## src/rtl/dma_irq_pkg.sv

```systemverilog
package dma_irq_pkg;
  localparam int REG_W   = 16;
  localparam int ERI_BIT = 14;
  localparam int RI_BIT  = 6;
  localparam int FBE_BIT = 13;
  localparam logic [REG_W-1:0] ABN_SRC = 16'h27BA;  // 1,3,4,5,7,8,9,10,13
  localparam logic [REG_W-1:0] NRM_SRC = 16'h4045;  // 0,2,6,14
  localparam logic [REG_W-1:0] STICKY  = ABN_SRC | NRM_SRC;

  typedef struct packed {
    logic [REG_W-1:0] statClr;
    logic             maskWr;
    logic [REG_W-1:0] maskData;
  } regStrb_t;
endpackage

```

## src/rtl/dma_irq_ctrl.sv

```systemverilog
module dma_irq_ctrl
  import dma_irq_pkg::*;
(
  input  logic             wrEn,
  input  logic             wrAddr,
  input  logic [REG_W-1:0] wrData,
  output regStrb_t         strb
);
  always_comb begin
    strb.statClr  = (wrEn && !wrAddr) ? wrData : '0;
    strb.maskWr   = wrEn && wrAddr;
    strb.maskData = wrData;
  end
endmodule

```

## src/rtl/dma_irq_datapath.sv

```systemverilog
module dma_irq_datapath
  import dma_irq_pkg::*;
(
  input  logic             clk,
  input  logic             rstN,
  input  logic [REG_W-1:0] evtIn,
  input  regStrb_t         strb,
  input  logic             rdAddr,
  output logic [REG_W-1:0] rdData,
  output logic             irqOut,
  output logic             busDisable
);
  logic [REG_W-1:0] statQ, nextStat, maskQ;
  logic riRise, abnSum, nrmSum;

  assign riRise = evtIn[RI_BIT] && !statQ[RI_BIT];

  for (genvar b = 0; b < REG_W; b++) begin : g_bit
    if (b == ERI_BIT) begin : g_eri
      assign nextStat[b] = !riRise && (evtIn[b] || (statQ[b] && !strb.statClr[b]));
    end else begin : g_std
      assign nextStat[b] = evtIn[b] || (statQ[b] && !strb.statClr[b]);
    end
  end

  always_ff @(posedge clk or negedge rstN) begin
    if (!rstN) statQ <= '0;
    else       statQ <= nextStat & STICKY;
  end

  always_ff @(posedge clk or negedge rstN) begin
    if (!rstN)            maskQ <= '0;
    else if (strb.maskWr) maskQ <= strb.maskData & STICKY;
  end

  assign abnSum     = |(statQ & maskQ & ABN_SRC);
  assign nrmSum     = |(statQ & maskQ & NRM_SRC);
  assign irqOut     = abnSum || nrmSum;
  assign busDisable = statQ[FBE_BIT];
  assign rdData     = rdAddr ? maskQ : {abnSum, statQ[REG_W-2:0]};

  AST_STICKY_HOLD: assert property (@(posedge clk) disable iff (!rstN)
    1'b1 |=> ((statQ & $past(statQ & ~strb.statClr & STICKY & ~(16'h1 << ERI_BIT)))
              == $past(statQ & ~strb.statClr & STICKY & ~(16'h1 << ERI_BIT))));
  AST_SET_WINS: assert property (@(posedge clk) disable iff (!rstN)
    1'b1 |=> ((statQ & $past(evtIn & STICKY & ~(16'h1 << ERI_BIT)))
              == $past(evtIn & STICKY & ~(16'h1 << ERI_BIT))));
  AST_ERI_AUTOCLR: assert property (@(posedge clk) disable iff (!rstN)
    (evtIn[RI_BIT] && !statQ[RI_BIT]) |=> !statQ[ERI_BIT]);
  AST_BUSDIS_CAUSE: assert property (@(posedge clk) disable iff (!rstN)
    $rose(busDisable) |-> $past(evtIn[FBE_BIT]));
  AST_RSVD_ZERO: assert property (@(posedge clk) disable iff (!rstN)
    (statQ[12:11] == 2'b00) && (maskQ[12:11] == 2'b00));
endmodule

```

## src/rtl/dma_irq_status.sv

```systemverilog
module dma_irq_status
  import dma_irq_pkg::*;
(
  input  logic             clk,
  input  logic             rstN,
  input  logic [REG_W-1:0] evtIn,
  input  logic             wrEn,
  input  logic             wrAddr,
  input  logic [REG_W-1:0] wrData,
  input  logic             rdAddr,
  output logic [REG_W-1:0] rdData,
  output logic             irqOut,
  output logic             busDisable
);
  regStrb_t strb;

  dma_irq_ctrl ctrl_i (
    .wrEn(wrEn), .wrAddr(wrAddr), .wrData(wrData), .strb(strb)
  );

  dma_irq_datapath dp_i (
    .clk(clk), .rstN(rstN), .evtIn(evtIn), .strb(strb), .rdAddr(rdAddr),
    .rdData(rdData), .irqOut(irqOut), .busDisable(busDisable)
  );
endmodule

```

## config.mk

```make
export PLATFORM = sky130hd
export DESIGN_NAME = dma_irq_status
export DESIGN_NICKNAME = d
export VERILOG_FILES = /design/src/rtl/dma_irq_pkg.sv /design/src/rtl/dma_irq_ctrl.sv /design/src/rtl/dma_irq_datapath.sv /design/src/rtl/dma_irq_status.sv
export SDC_FILE = /design/constraint.sdc
export NUM_CORES = 1
export LEC_CHECK = 0
export BUFFER_PORTS_ARGS = -buffer_cell sky130_fd_sc_hd__buf_2
export CELL_PAD_IN_SITES_DETAIL_PLACEMENT = 0
export CELL_PAD_IN_SITES_GLOBAL_PLACEMENT = 1
export CORE_UTILIZATION = 36
export CTS_BUF_LIST = sky130_fd_sc_hd__clkbuf_4
export CTS_CLUSTER_SIZE = 16
export DETAILED_ROUTE_END_ITERATION = 12
export PLACE_DENSITY_LB_ADDON = 0.1
export SKIP_CTS_REPAIR_TIMING = 1
export SYNTH_ARGS = -nofsm -noshare
export SYNTH_HDL_FRONTEND = slang
export SYNTH_SLANG_ARGS = --single-unit
export TNS_END_PERCENT = 10
```

## constraint.sdc

```tcl
create_clock -name clk -period 1.3 [get_ports clk]
set_input_delay 0.195 -clock clk [delete_from_list [all_inputs] [get_ports clk]]
set_output_delay 0.195 -clock clk [all_outputs]
set_load 0.05 [all_outputs]
```

==> results by group, run 1 <==
Outcome
  • Run status: complete, but fails checks
  • Failing checks: setup timing

Setup path
  • Critical Path Fanout Max: 3
  • Endpoint class of the critical path: output port
  • Critical Path AT: 1.65 ns
  • WS Path Type: register to output port
  • Worst Setup Start Kind: register
  • WP data required: 1.11 ns

Final layout
  • Non-Filler Instances: 205
  • Commonest non-fill, non-tap cell in the layout: buf_2
  • Number of diodes: 0
  • Design Area, Final: 1710 µm²
  • NumNets Final: 199
  • Layout cells sized above 1: 0.609
  • Synth-to-layout area growth: 39.7%
  • Layout fillers: 322
  • Final core utilization: 0.546
  • Most frequent cells in the layout: buf_2, mux2_2, dfrtp_1

Routing
  • DRT iter0 DRCs: 25
  • Via Count: 956
  • Wire per inst: 12.9 µm
  • Antenna viol nets, final: 0
  • DR DRC count: 0
  • Final wirelength: 2640 µm
  • First drt pass iteration count: 4
  • Vias per inst: 4.66

Min path
  • Hold Crit Class: input port to register

Yosys
  • Fraction of registers with async set/reset: 1.00
  • Share of the synthesized area in the top cell type: 0.532
  • Post-Syn Area: 1220 µm²
  • Yosys warnings: 0
  • Yosys top cell by area: dfrtp_1
  • Area contributors post-synth: dfrtp_1, mux2_2, a21o_1, nand2_1, a22oi_1
  • Mapped Cells: 98
  • Synth cell types: 20
  • Sequential share of the synthesized area: 0.532
  • Post-synth EDFFs: 0
  • Ys flop type: dfrtp_1
  • Synthesis-stage register bit count: 26
  • Avg Inst Size Synth: 12.5 µm²

Timing
  • Worst slew pin tran: 0.586 ns
  • Achievable Freq: 542 MHz
  • Fin. Hold Viols: 0
  • Setup Skew: 0.000131 ns
  • Rel. slew slack: 0.610
  • Final setup vio count: 14
  • Pins over their slew limit: 0
  • Setup ws final: -0.543 ns
  • RSZ-0062 raised after global routing: yes
  • Period utilization: 1.42
  • Fin crit period: 1.84 ns

Clocking
  • Clk root buf: clkbuf_4
  • CTS tree: built
  • CTS clk-pin slew, worst paths: 0.15 ns
  • H-tree lvl count: 1
  • Clock buffer count from CTS: 3
  • Max Root-Sink Buffers: 2
  • Worst-Skew Late Latency: 0.32 ns
  • Clk sinks: 26

Place
  • Placed Cells: 199
  • GPL Wtd Cong: 0.709
  • Dpl cell area: 1630 µm²
  • Port Buffers: 46
  • Post-detail-place hpwl: 1970 µm

GRT
  • Largest net degree at the start of global routing: 27
  • Initial antenna violation count: 0
  • First-pass GRT wire length: 4110 µm
  • Tot GR Track Use: 0.159
  • Total grt overflow: 0
  • Vias in the first global route: 928

Power and ir drop
  • Pwr dens: 1240 nW/µm²
  • VDD IR max: 577 µV
  • Lkg Pwr: 0.770 nW

Die
  • Die Height: 60.3 µm
  • Die X: 60.3 µm
  • IO Pins: 55
  • Die area: 3630 µm²
  • Initial core utilization: 0.391
  • Row Count: 20
  • CORE AREA: 3130 µm²

Job
  • # Max-Cap Violations: 0
==> final cells by class <==
class                           count  area [µm²]  area share
Clock buffer                        3        22.5      0.0132
Clock inverter                      1        30.0      0.0176
Inverter                            1        3.75     0.00220
Multi-Input combinational cell     66         552       0.323
Sequential cell                    26         652       0.382
Tap cell                           44        55.1      0.0322
Timing Repair Buffer               64         393       0.230
==> stage by stage <==
stage / setup WS [ns] / setup TNS, ns / hold slack (ns) / total power, mW
finish: -0.543 / -3.38 / 0.0207 / 2.12
global route: -0.611 / -4.30 / 0.00280 / 2.22
CTS: -0.612 / -3.69 / -0.148 / 2.14
detailed placement: -0.214 / -0.650 / 0.230 / 1.57
global placement: -0.201 / -0.480 / 0.224 / 1.56
floorplan: -0.0899 / -0.100 / -0.101 / 1.37
==> registers in the layout (all words and copies together) (netlist names) <==
| name | count |
|---|---|
| dp_i.maskQ | 13 |
| dp_i.statQ | 13 |
==> logic make-up (layout without fill, tap and decap cells) <==
kind of cell / Yosys count / count (layout) / synth area share
DFF: 26 / 26 / 0.532
muxes: 25 / 25 / 0.230
AOI/OAI and AO/OA: 21 / 21 / 0.128
and+or+nand+nor: 18 / 18 / 0.0655
buffers and inverters: 7 / 69 / 0.0409
other: 1 / 2 / 0.00307
==> where the power goes <==
| part | switching, mW | total (mW) | internal, mW | leakage, nW |
|---|---|---|---|---|
| logic | 0.362 | 0.618 | 0.256 | 0.466 |
| clock network | 0.242 | 0.554 | 0.312 | 0.0279 |
| registers | 0.0531 | 0.944 | 0.890 | 0.276 |
| total | 0.657 | 2.12 | 1.46 | 0.770 |
==> synth_stat cells, types with 4 or more instances <==
library cell   n
a21o_1        11
a22oi_1        5
dfrtp_1       26
mux2_2        25
buf_4          4
nand2_1       13
==> per-layer routing <==
layer | vias up | share of wire | global-route usage
li1 | 476 | - | -
met3 | 4 | 0.036 | 0.0195
met4 | 0 | 0.013 | 0.0698
met5 | - | 0 | 0
met1 | 450 | 0.45 | 0.210
met2 | 26 | 0.50 | 0.261
==> worst paths after layout <==
kind / start / endpoint / slack (ns) / cells past startpoint
min in group asynchronous: rstN / dp_i.maskQ[9] / 0.38 / 2
max in group asynchronous: rstN / dp_i.statQ[13] / 0.51 / 2
setup / recovery: dp_i.maskQ[4] / rdData[15] / -0.54 / 4
hold reg to reg: dp_i.statQ[2] / dp_i.statQ[2] / 0.53 / 1
setup reg to reg: dp_i.statQ[6] / dp_i.statQ[6] / 0.37 / 3
hold / removal: evtIn[6] / dp_i.statQ[14] / 0.02 / 2
==> worst max-delay path: stages, from the launching register on <==
cell and delay, ns:
dfrtp_1 0.43, a222oi_1 0.34, and4_4 0.32, nor2_4 0.04, buf_2 0.20
No activity file was read; power rests on OpenSTA's default activity.
==> run 2: changes to the inputs <==
Settings changed: RECOVER_POWER set to 50, SETUP_SLACK_MARGIN set to 0.5.
==> run 2 against run 1 <==
Effect of this change:
- the flow still finishes with violations (setup timing)
- wire length rose by 6.4%
- hold slack gained 0.0048 ns
- clock power up 2%
- register-to-register slack lost 0.13 ns
- first-iteration DRC count increased by 40%
- die area unchanged
- clock-buffer cell count unchanged
- largest power group unchanged
==> results by group, run 2 (synthesis gave the netlist of run 1 again) <==
GRT
  • Vias in the first global route: 1003 (was 928)
  • GR Util met1: 0.236 (was 0.210)
  • Tot GR Track Use: 0.172 (was 0.159)
  • Initial antenna violation count: 0 (unchanged)
  • GR Util met3: 0.0260 (was 0.0195)
  • Met2 Use GR: 0.267 (was 0.261)
  • First-pass GRT wire length: 4490 µm (was 4110 µm)
  • Top Usage Layer GRT: met2 (unchanged)
  • Total grt overflow: 0 (unchanged)
  • Largest net degree at the start of global routing: 27 (unchanged)

Min path
  • Hold Crit Class: input port to register (unchanged)
  • Min-delay src: evtIn[2] (was evtIn[6])
  • Hold-critical path depth: 2 (unchanged)
  • Hold Path Sink: dp_i.statQ[2] (was dp_i.statQ[14])

Power and ir drop
  • Lkg Pwr: 0.820 nW (was 0.770 nW)
  • VDD IR max: 444 µV (was 577 µV)
  • Pwr dens: 1220 nW/µm² (was 1240 nW/µm²)
  • Tot Pwr: 2.20 mW (was 2.12 mW)

Timing
  • Final setup vio count: 15 (was 14)
  • Rel. slew slack: 0.0769 (was 0.610)
  • Worst slew pin tran: 1.38 ns (was 0.586 ns)
  • Pins over their slew limit: 0 (unchanged)
  • Setup Skew: 0.000236 ns (was 0.000131 ns)
  • Achievable Freq: 549 MHz (was 542 MHz)
  • Setup TNS: -3.36 ns (was -3.38 ns)
  • RSZ-0062 raised after global routing: yes (unchanged)
  • Hold_ws: 0.0255 ns (was 0.0207 ns)
  • Period utilization: 1.40 (was 1.42)
  • Fin crit period: 1.82 ns (was 1.84 ns)
  • Fin. Hold Viols: 0 (unchanged)
  • Setup ws final: -0.522 ns (was -0.543 ns)

Setup path
  • WS Path Type: register to output port (unchanged)
  • Critical-path cell list: a222oi_1 -> and4_4 -> nand3_4 -> buf_6 (was a222oi_1 -> and4_4 -> nor2_4 -> buf_2)
  • CP max stage delay: 0.42 ns (was 0.43 ns)
  • Worst Setup Start Kind: register (unchanged)
  • FF-to-FF Start: dp_i.statQ[13] (was dp_i.statQ[6])
  • R2r setup slk: 0.24 ns (was 0.37 ns)
  • RR Endpoint: dp_i.statQ[13] (was dp_i.statQ[6])
  • Critical Path AT: 1.63 ns (was 1.65 ns)
  • Slowest-stage cell, CP: dfrtp_1 (unchanged)
  • Critical Path Fanout Max: 3 (unchanged)
  • Worst r2r path cells: 4 (was 3)
  • WP data required: 1.11 ns (about the same)
  • Endpoint class of the critical path: output port (unchanged)

Routing
  • Vias per inst: 4.68 (was 4.66)
  • First drt pass iteration count: 4 (unchanged)
  • DR DRC count: 0 (unchanged)
  • Via Count: 964 (was 956)
  • Final wirelength: 2810 µm (was 2640 µm)
  • Antenna viol nets, final: 0 (unchanged)
  • Wire per inst: 13.7 µm (was 12.9 µm)
  • DRT iter0 DRCs: 35 (was 25)

Die
  • Die Height: 60.3 µm (unchanged)
  • IO Pins: 55 (unchanged)
  • Initial core utilization: 0.391 (unchanged)
  • CORE AREA: 3130 µm² (unchanged)
  • Die area: 3630 µm² (unchanged)
  • Die X: 60.3 µm (unchanged)
  • Row Count: 20 (unchanged)

Clocking
  • CTS clk-pin slew, worst paths: 0.16 ns (was 0.15 ns)
  • Clk sinks: 26 (unchanged)
  • H-tree lvl count: 1 (unchanged)
  • Clk root buf: clkbuf_4 (unchanged)
  • Clock buffer count from CTS: 3 (unchanged)
  • CTS tree: built (unchanged)
  • Max Root-Sink Buffers: 2 (unchanged)
  • Worst-Skew Late Latency: 0.33 ns (was 0.32 ns)

Place
  • Port Buffers: 46 (unchanged)
  • Post-detail-place hpwl: 2030 µm (was 1970 µm)
  • Dpl cell area: 1640 µm² (was 1630 µm²)
  • GPL Wtd Cong: 0.786 (was 0.709)
  • Placed Cells: 200 (was 199)
  • Placement Setup Slack: -0.215 ns (was -0.214 ns)

Final layout
  • Most frequent cells in the layout: buf_2, dfrtp_1, mux2_2 (was buf_2, mux2_2, dfrtp_1)
  • Layout fillers: 289 (was 322)
  • Final core utilization: 0.577 (was 0.546)
  • Number of diodes: 0 (unchanged)
  • Largest registers: dp_i.maskQ (13), dp_i.statQ (13) (unchanged)
  • Non-Filler Instances: 206 (was 205)
  • Design Area, Final: 1800 µm² (was 1710 µm²)
  • Layout cells sized above 1: 0.630 (was 0.609)
  • Commonest non-fill, non-tap cell in the layout: buf_2 (unchanged)
  • NumNets Final: 200 (was 199)
  • Synth-to-layout area growth: 47.6% (was 39.7%)

Outcome
  • Failing checks: setup timing (unchanged)
  • Run status: complete, but fails checks (unchanged)

Job
  • # Max-Cap Violations: 0 (unchanged)
-- run 2: changes by cell type in the layout (fill, tap and decap cells not counted), moves of 3 or more --
cell,previous run,this run
mux2_2,25,20
buf_6,2,14
buf_2,44,41
buf_4,16,7
mux2_4,0,5
-- run 2: worst max-delay path by stage --
| stage | startpoint | end | slack (ns) | cells after the start |
|---|---|---|---|---|
| global route | dp_i.statQ[9] | irqOut | -0.62 | 4 |
| floorplan | dp_i.statQ[13] | irqOut | -0.09 | 3 |
| finish | dp_i.maskQ[9] | irqOut | -0.52 | 4 |
| CTS | dp_i.maskQ[9] | irqOut | -0.63 | 4 |
| global placement | dp_i.maskQ[9] | irqOut | -0.20 | 4 |
| detailed placement | dp_i.maskQ[9] | irqOut | -0.21 | 4 |
-- run 2: report_power, final --
group          switching [mW]  internal, mW  total (mW)
clock network           0.252         0.312       0.564
logic                   0.375         0.307       0.682
registers              0.0606         0.891       0.951
-- run 2: area by class of cell --
class	instances	area (µm²)	share of cell area
inverter	1	3.75	0.00208
multi-input combinational	66	587	0.325
timing repair buffer	65	454	0.252
clock inverter	1	30.0	0.0166
tap	44	55.1	0.0305
sequential	26	652	0.361
clock buffer	3	22.5	0.0125
-- run 2: critical path, delay by kind of cell, from the launching register on --
family	cells	cell delay [ns]
AOI/OAI and AO/OA	1	0.33
buffers and inverters	1	0.16
and+or+nand+nor	2	0.37
DFF	1	0.42
-- run 2: per-layer routing --
layer / up-vias / share of wire
met4: 0 / 0.0078
li1: 474 / -
met5: - / 0
met3: 2 / 0.036
met1: 461 / 0.48
met2: 27 / 0.48
